==> src/rtl/hs_seq_pkg.sv <==
package hs_seq_pkg;
  typedef enum logic [1:0] {
    CTL_IDLE,
    CTL_RUN,
    CTL_HOLD
  } ctl_state_t;

  typedef enum logic [1:0] {
    LEG_REST,
    LEG_RAISED,
    LEG_RETURN
  } leg_state_t;
endpackage

==> src/rtl/hs_seq_leg.sv <==
module hs_seq_leg
  import hs_seq_pkg::*;
(
  input  logic clk,
  input  logic rst,
  input  logic start,
  input  logic ack,
  output logic req,
  output logic done,
  output logic busy
);
  leg_state_t st;

  always_ff @(posedge clk) begin
    if (rst) begin
      st  <= LEG_REST;
      req <= 1'b0;
    end else begin
      case (st)
        LEG_REST: if (start) begin
          st  <= LEG_RAISED;
          req <= 1'b1;
        end
        LEG_RAISED: if (ack) begin
          st  <= LEG_RETURN;
          req <= 1'b0;
        end
        LEG_RETURN: if (!ack) st <= LEG_REST;
        default: begin
          st  <= LEG_REST;
          req <= 1'b0;
        end
      endcase
    end
  end

  // return-to-zero completes when the partner's acknowledge is seen low
  assign done = (st == LEG_RETURN) && !ack;
  assign busy = (st != LEG_REST);

  // a request only starts from a rested channel
  p_rise_rested_r4: assert property (@(posedge clk) disable iff (rst)
    $rose(req) |-> !$past(ack));
  // a request is withdrawn only after its acknowledge was seen
  p_fall_after_ack_r4: assert property (@(posedge clk) disable iff (rst)
    $fell(req) |-> $past(ack));
endmodule

==> src/rtl/hs_seq_ctl.sv <==
module hs_seq_ctl
  import hs_seq_pkg::*;
#(
  parameter int N_SUB = 2,
  parameter int IDX_W = 1
) (
  input  logic             clk,
  input  logic             rst,
  input  logic             act_req,
  output logic             act_ack,
  input  logic [N_SUB-1:0] leg_done,
  output logic [N_SUB-1:0] leg_start
);
  ctl_state_t       st;
  logic [IDX_W-1:0] idx;
  logic             last;
  logic             cur_done;

  assign last     = (idx == IDX_W'(N_SUB - 1));
  assign cur_done = leg_done[idx];

  for (genvar g = 0; g < N_SUB; g++) begin : g_start
    if (g == 0) begin : g_first
      assign leg_start[g] = (st == CTL_IDLE) && act_req;
    end else begin : g_next
      assign leg_start[g] = (st == CTL_RUN) && cur_done && !last &&
                            (idx == IDX_W'(g - 1));
    end
  end

  always_ff @(posedge clk) begin
    if (rst) begin
      st      <= CTL_IDLE;
      idx     <= '0;
      act_ack <= 1'b0;
    end else begin
      case (st)
        CTL_IDLE: if (act_req) begin
          st  <= CTL_RUN;
          idx <= '0;
        end
        CTL_RUN: if (cur_done) begin
          if (last) begin
            st      <= CTL_HOLD;
            act_ack <= 1'b1;
          end else begin
            idx <= idx + 1'b1;
          end
        end
        CTL_HOLD: if (!act_req) begin
          st      <= CTL_IDLE;
          act_ack <= 1'b0;
        end
        default: begin
          st      <= CTL_IDLE;
          act_ack <= 1'b0;
        end
      endcase
    end
  end

  // acknowledge persists while the upstream request persists
  p_ack_hold_r7: assert property (@(posedge clk) disable iff (rst)
    (act_ack && act_req) |=> act_ack);
  // acknowledge is released only after the request was withdrawn
  p_ack_release_r7: assert property (@(posedge clk) disable iff (rst)
    $fell(act_ack) |-> !$past(act_req));
  // the controller never launches two legs at once
  p_single_start_r5: assert property (@(posedge clk) disable iff (rst)
    $onehot0(leg_start));
endmodule

==> src/rtl/hs_seq.sv <==
module hs_seq #(
  parameter int N_SUB = 2
) (
  input  logic             clk,
  input  logic             rst,
  input  logic             act_req,
  output logic             act_ack,
  output logic [N_SUB-1:0] sub_req,
  input  logic [N_SUB-1:0] sub_ack
);
  localparam int IDX_W = (N_SUB > 1) ? $clog2(N_SUB) : 1;

  logic [N_SUB-1:0] leg_start;
  logic [N_SUB-1:0] leg_done;
  logic [N_SUB-1:0] leg_busy;

  hs_seq_ctl #(.N_SUB(N_SUB), .IDX_W(IDX_W)) u_ctl (
    .clk       (clk),
    .rst       (rst),
    .act_req   (act_req),
    .act_ack   (act_ack),
    .leg_done  (leg_done),
    .leg_start (leg_start)
  );

  for (genvar g = 0; g < N_SUB; g++) begin : g_leg
    hs_seq_leg u_leg (
      .clk   (clk),
      .rst   (rst),
      .start (leg_start[g]),
      .ack   (sub_ack[g]),
      .req   (sub_req[g]),
      .done  (leg_done[g]),
      .busy  (leg_busy[g])
    );
  end

  // reset clears every output on the following edge
  p_reset_quiet_r1: assert property (@(posedge clk)
    rst |=> (sub_req == '0) && !act_ack);
  // downstream activity only inside an open activation
  p_idle_quiet_r2: assert property (@(posedge clk) disable iff (rst)
    (|sub_req) |-> (act_req && !act_ack));
  // no two downstream handshakes overlap
  p_no_overlap_r5: assert property (@(posedge clk) disable iff (rst)
    $onehot0(leg_busy));
  // the first port is requested only in answer to an activation
  p_first_launch_r3: assert property (@(posedge clk) disable iff (rst)
    $rose(sub_req[0]) |-> ($past(act_req) && !$past(act_ack)));
  // completion is raised with all downstream ports at rest
  p_ack_after_all_r6: assert property (@(posedge clk) disable iff (rst)
    $rose(act_ack) |-> ($past(sub_req) == '0) && ($past(sub_ack) == '0));

  for (genvar g = 1; g < N_SUB; g++) begin : g_order
    // port g starts right after port g-1 finished its return phase
    p_in_order_r8: assert property (@(posedge clk) disable iff (rst)
      $rose(sub_req[g]) |-> ($past(leg_busy[g-1]) && !$past(sub_ack[g-1])));
  end
endmodule

==> config.mk <==
export PLATFORM = sky130hd
export DESIGN_NAME = hs_seq
export DESIGN_NICKNAME = d
export VERILOG_FILES = /design/src/rtl/hs_seq_pkg.sv /design/src/rtl/hs_seq_leg.sv /design/src/rtl/hs_seq_ctl.sv /design/src/rtl/hs_seq.sv
export SDC_FILE = /design/constraint.sdc
export NUM_CORES = 1
export LEC_CHECK = 0
export CAP_MARGIN = 25
export CORE_AREA = 2 2 39 41
export CTS_CLUSTER_DIAMETER = 150
export DETAILED_ROUTE_END_ITERATION = 10
export DIE_AREA = 0 0 41 43
export SLEW_MARGIN = 30
export SYNTH_ARGS = -nofsm -noshare
export SYNTH_HDL_FRONTEND = slang
export SYNTH_SLANG_ARGS = --single-unit
export TNS_END_PERCENT = 10
==> constraint.sdc <==
create_clock -name clk -period 1.85 [get_ports clk]
set_clock_uncertainty 0.1 [all_clocks]
set_input_delay 0.37 -clock clk [delete_from_list [all_inputs] [get_ports clk]]
set_output_delay 0.37 -clock clk [all_outputs]
set_load 0.01 [all_outputs]
Word level (Yosys, flattened, before mapping)

Cells that the tools add are included.

Bitwise operators: 4
Equality and inequality tests: 16
$add $sub $neg: 1
Magnitude comparators: 1
Mux-type cells: 29
Reduce and logical (&&, ||, !) cells: 20

Operators by type and width:

| cell                                                                     | number |
|---|---|
| 2-bit 2-to-1 mux                                                         | 10 |
| 2-bit case mux with 3 select lines                                       | 3 |
| 3-bit AND reduction                                                      | 5 |
| 1-bit 2-to-1 mux                                                         | 12 |
| 2-bit inequality test (second input constant)                            | 6 |
| 1-bit case mux with 3 select lines                                       | 3 |
| 2-bit by 1-bit inequality test with 1-bit output (second input constant) | 4 |
| 4-bit AND reduction                                                      | 2 |
| 2-bit by 1-bit equality test with 1-bit output (second input constant)   | 3 |
| 2-bit equality test (second input constant)                              | 3 |
| 1-bit logical AND                                                        | 6 |
| 2-bit zero test                                                          | 3 |
| 1-bit NOT                                                                | 4 |
| 1-bit zero test                                                          | 3 |
| 1-bit by 2-bit < comparator with 1-bit output (second input constant)    | 1 |
| 1-bit case mux with 2 select lines                                       | 1 |
| 2-bit nonzero test                                                       | 1 |
| 1-bit adder (second input constant)                                      | 1 |

Logic and storage cells: 78
Output and inout port bits: 3
Flip-flop bits (word level): 10
Input bits: 5

Longest topological paths before layout

Depth after elaboration: 9
Depth in mapped cells: 3
Mapped depth without buffers: 3

Modules after synthesis

Synthesis repeated with hierarchy kept, for this count alone.

Cells, all modules: 49
Area total of the unflattened synthesis: 449.2 µm²

Modules (own cells, without submodules):

| module     | cells an instance | times used | area an instance (µm²) |
|---|---|---|---|
| hs_seq_leg | 15                | 2          | 138.9 |
| hs_seq_ctl | 19                | 1          | 171.4 |

Worst setup path before layout

OpenSTA, ideal clock, no wires.

Kind: in2reg
Start point: in act_req
End point: reg g_leg[0].u_leg.req
Path slack: 0.553 ns
Setup time: 0.070 ns
Arrival time: 1.127 ns
Cell stages on the path: 3
Cell sequence: or3b_1 or3_1 a21oi_1

Word-level cells in the longest chain between the ends: 3

Ends and longest elaborated chain:

| item                                                       | line             | text |
|---|---|---|
| from (decl)                                                | hs_seq.sv:6      | `input logic act_req,` |
| 1-bit logical AND                                          | hs_seq_ctl.sv:24 | `assign leg_start[g] = (st == CTL_IDLE) && act_req;` |
| 2-bit by 1-bit inequality test with 1-bit output (no line) | n/a              |  |
| 3-bit AND reduction (no line)                              | n/a              |  |
| to (signal assigned)                                       | hs_seq_leg.sv:22 | `req <= 1'b1;` |
| to (signal assigned)                                       | hs_seq_leg.sv:26 | `req <= 1'b0;` |
| to (signal assigned)                                       | hs_seq_leg.sv:31 | `req <= 1'b0;` |
| to (decl)                                                  | hs_seq_leg.sv:8  | `output logic req,` |

No other way between the ends.
A chain may end at the register's enable or synchronous reset.

Worst setup path after layout

Start point: reg u_ctl.act_ack
End point: out act_ack

RTL lines:

| item                   | line             | text |
|---|---|---|
| from (decl)            | hs_seq_ctl.sv:10 | `output logic act_ack,` |
| from (signal assigned) | hs_seq_ctl.sv:35 | `act_ack <= 1'b0;` |
| from (signal assigned) | hs_seq_ctl.sv:45 | `act_ack <= 1'b1;` |
| from (signal assigned) | hs_seq_ctl.sv:52 | `act_ack <= 1'b0;` |
| to (decl)              | hs_seq.sv:7      | `output logic act_ack,` |

No word-level cell between the ends.

==> results.json <==
{
  "drive_above_1_share_pct": 12.1,
  "slowest_stage": "clkdlybuf4s50_1",
  "design.die.area_um2": 1760,
  "post_cts_resized": 0,
  "cp.required_ns": 1.38,
  "synthCells": 48,
  "cp_max_fo": 2,
  "tightest_slew_ns": 0.334,
  "place_inst": 70,
  "fin_tns_setup_ns": 0,
  "synth_nets": 53,
  "yosysTopAreaCell": "dfxtp_1",
  "num_vias": 344,
  "via_per_inst": 4.65,
  "cts.sinks": 10,
  "routed_wl_um": 712,
  "power_density_nw_per_um2": 835,
  "synth_compound_area_share_pct": 14.9,
  "fin_area_um2": 551,
  "holdWs_ns": 0.374,
  "muxShareOfSynthArea_pct": 2.63,
  "synthSimpleGateAreaFrac_pct": 24.6,
  "rows": 14,
  "yosysWarnings": 0,
  "internal_power_mw": 0.364,
  "die_y_um": 43,
  "initialDrtViolationCount": 8,
  "path_buf_inv": 1,
  "clock_latency_ns": 0.26,
  "synth_top_family_by_area": "simple AND/OR/NAND/NOR gates",
  "worstPathCellList": "clkdlybuf4s50_1",
  "fin_crit_ns": 1.59,
  "ys_types": 21,
  "postRouteAntennaNets": 0,
  "arrival_ns": 1.12,
  "numCtsBuffers": 3,
  "maxSlewHeadroom_pct": 77.1,
  "htreeDepth": 1,
  "maxSlewViolCount": 0,
  "grt_pass1_vias": 301,
  "port_buffers": 7,
  "status": "finished, final reports clean",
  "tritoncts": "done",
  "synthAdderAreaFrac_pct": 0,
  "start_util_pct": 30.9,
  "start_kind": "flop",
  "synth_xor_area_share_pct": 4.09,
  "core_area_um2": 1380,
  "grt_max_degree": 11,
  "fin_cells": 74,
  "ios": 8,
  "area_growth_pct": 28.7,
  "worstSetupPathType": "reg -> out",
  "rsz0062_at_grt": "false",
  "pwr-share-comb_pct": 8.6,
  "root_buffer": "clkbuf_4",
  "antenna_found_initial": 0,
  "crit_family": "buffers and inverters",
  "fmax_mhz": 627,
  "crit_path_end_kind": "output pin",
  "die_w_um": 41,
  "n_antenna_cell": 0,
  "power_leakage_nw": 0.187,
  "yosysSeqAreaShare_pct": 46.8,
  "clk_path_buf_depth": 2,
  "syn_area_um2": 428,
  "min_path_type": "reg -> reg",
  "wl_per_cell_um": 9.62,
  "syn_avg_cell_area_um2": 8.91,
  "grt_pass1_wl_um": 1170,
  "postPlaceCellArea_um2": 514,
  "place.gp.congestion": 0.660,
  "synth_seq_cells": 10,
  "finalSetupViolCount": 0,
  "hold_buffers": 0,
  "switching_power_mw": 0.0953,
  "maxCapViolCount": 0,
  "fin_crit_sh_pct": 86.2,
  "hpwlAfterDp_um": 541,
  "synth_top_area_share_pct": 46.8,
  "hold_viol_final": 0,
  "peakVddDrop_mv": 0.471,
  "netlist_top_cells_area": "dfxtp_1 47%, a21oi_1 4.7%, o21ai_0 4.7%",
  "grt_overflow": 0,
  "cpPeakStageDelay_ns": 0.53,
  "sw_frac_of_total_pct": 20.7,
  "cts_post_setup_buffers_inserted": 0,
  "p_seq_share_pct": 49.4,
  "clkTransAtPathRegs_ns": 0.07,
  "num-nets-final": 64,
  "fin_total_pwr_mw": 0.460,
  "clkPwrFrac_pct": 42.0,
  "route.detailed.drc": 0,
  "dr.pass1.iters": 2,
  "grt_usage_pct": 9.80
}
-- metrics by stage --
step / setup WS, ns / utilization, %
2_1_floorplan: 0.553 / -
3_3_place_gp: 0.0247 / 37.2
3_5_place_dp: 0.0125 / 37.2
4_1_cts: 0.243 / 39.8
5_1_grt: 0.200 / 39.8
6_report: 0.255 / 39.8
-- layout make-up --
| cell class | instances | area [µm²] |
|---|---|---|
| Clock buffer | 4 | 36.3 |
| Fill cell | 146 | 833 |
| Inverter | 3 | 11.3 |
| Multi-Input combinational cell | 32 | 198 |
| Sequential cell | 10 | 200 |
| Tap cell | 16 | 20.0 |
| Timing Repair Buffer | 9 | 85.1 |
-- worst paths after layout --
check	depth (start not counted)	startpoint	slack (ns)	end
setup reg to reg	3	u_ctl.st[0]	0.52	g_leg[0].u_leg.req
hold reg to reg	2	u_ctl.idx	0.37	u_ctl.idx
hold / removal	2	u_ctl.idx	0.37	u_ctl.idx
setup / recovery	1	u_ctl.act_ack	0.26	act_ack
-- cells in the mapped netlist, drive strengths merged --
| library cell | count |
|---|---|
| buf | 2 |
| dfxtp | 10 |
| nor3b | 2 |
| nor2b | 2 |
| and2b | 1 |
| or3 | 1 |
| mux2 | 1 |
| xnor2 | 2 |
| o21ai | 4 |
| a32oi | 1 |
| nor4bb | 1 |
| inv | 3 |
| nor2 | 4 |
| nand2 | 3 |
| a2111oi | 1 |
| nor3 | 2 |
| nor4b | 1 |
| clkbuf | 1 |
| a31oi | 1 |
| a21oi | 4 |
| or3b | 1 |
-- power by group through the flow --
stage	registers, mW	logic, mW	clock network [mW]
after floorplan	0.231	0.0249	0
after global placement	0.232	0.0396	0
after detailed placement	0.232	0.0396	0
after CTS	0.227	0.0398	0.197
after global routing	0.228	0.0433	0.209
final	0.227	0.0395	0.193
-- per-layer routing --
layer	part of all wire (%)	track usage (%)
met1	49	12.5
met2	46	13.8
met3	4.8	3.14
met4	0	6.00
met5	0	0
-- kinds of logic (layout without fill, tap and decap cells) --
kind of cell | count (synthesis) | after routing
multiplexers | 1 | 1
XOR/XNOR | 2 | 2
buffers and inverters | 6 | 16
flip-flops | 10 | 10
AND/OR/NAND/NOR | 18 | 18
AO/OA/AOI/OAI | 11 | 11
-- registers in the layout, indices dropped and copies added (netlist names) --
name / count
g_leg.u_leg.st: 4
g_leg.u_leg.req: 2
u_ctl.st: 2
u_ctl.act_ack: 1
u_ctl.idx: 1
-- layout by cell type, fill, tap and decap left out, drive strengths merged --
| master | synthesis | layout |
|---|---|---|
| nand2 | 3 | 3 |
| o21ai | 4 | 4 |
| inv | 3 | 3 |
| a31oi | 1 | 1 |
| nor2b | 2 | 2 |
| xnor2 | 2 | 2 |
| nor4bb | 1 | 1 |
| mux2 | 1 | 1 |
| a21oi | 4 | 4 |
| or3 | 1 | 1 |
| a2111oi | 1 | 1 |
| a32oi | 1 | 1 |
| dfxtp | 10 | 10 |
| nor2 | 4 | 4 |
| clkdlybuf4s50 | 0 | 7 |
| or3b | 1 | 1 |
| clkbuf | 1 | 4 |
| nor4b | 1 | 1 |
| nor3 | 2 | 2 |
| buf | 2 | 2 |
| nor3b | 2 | 2 |
| and2b | 1 | 1 |
Power figures use the tool's default switching activity.
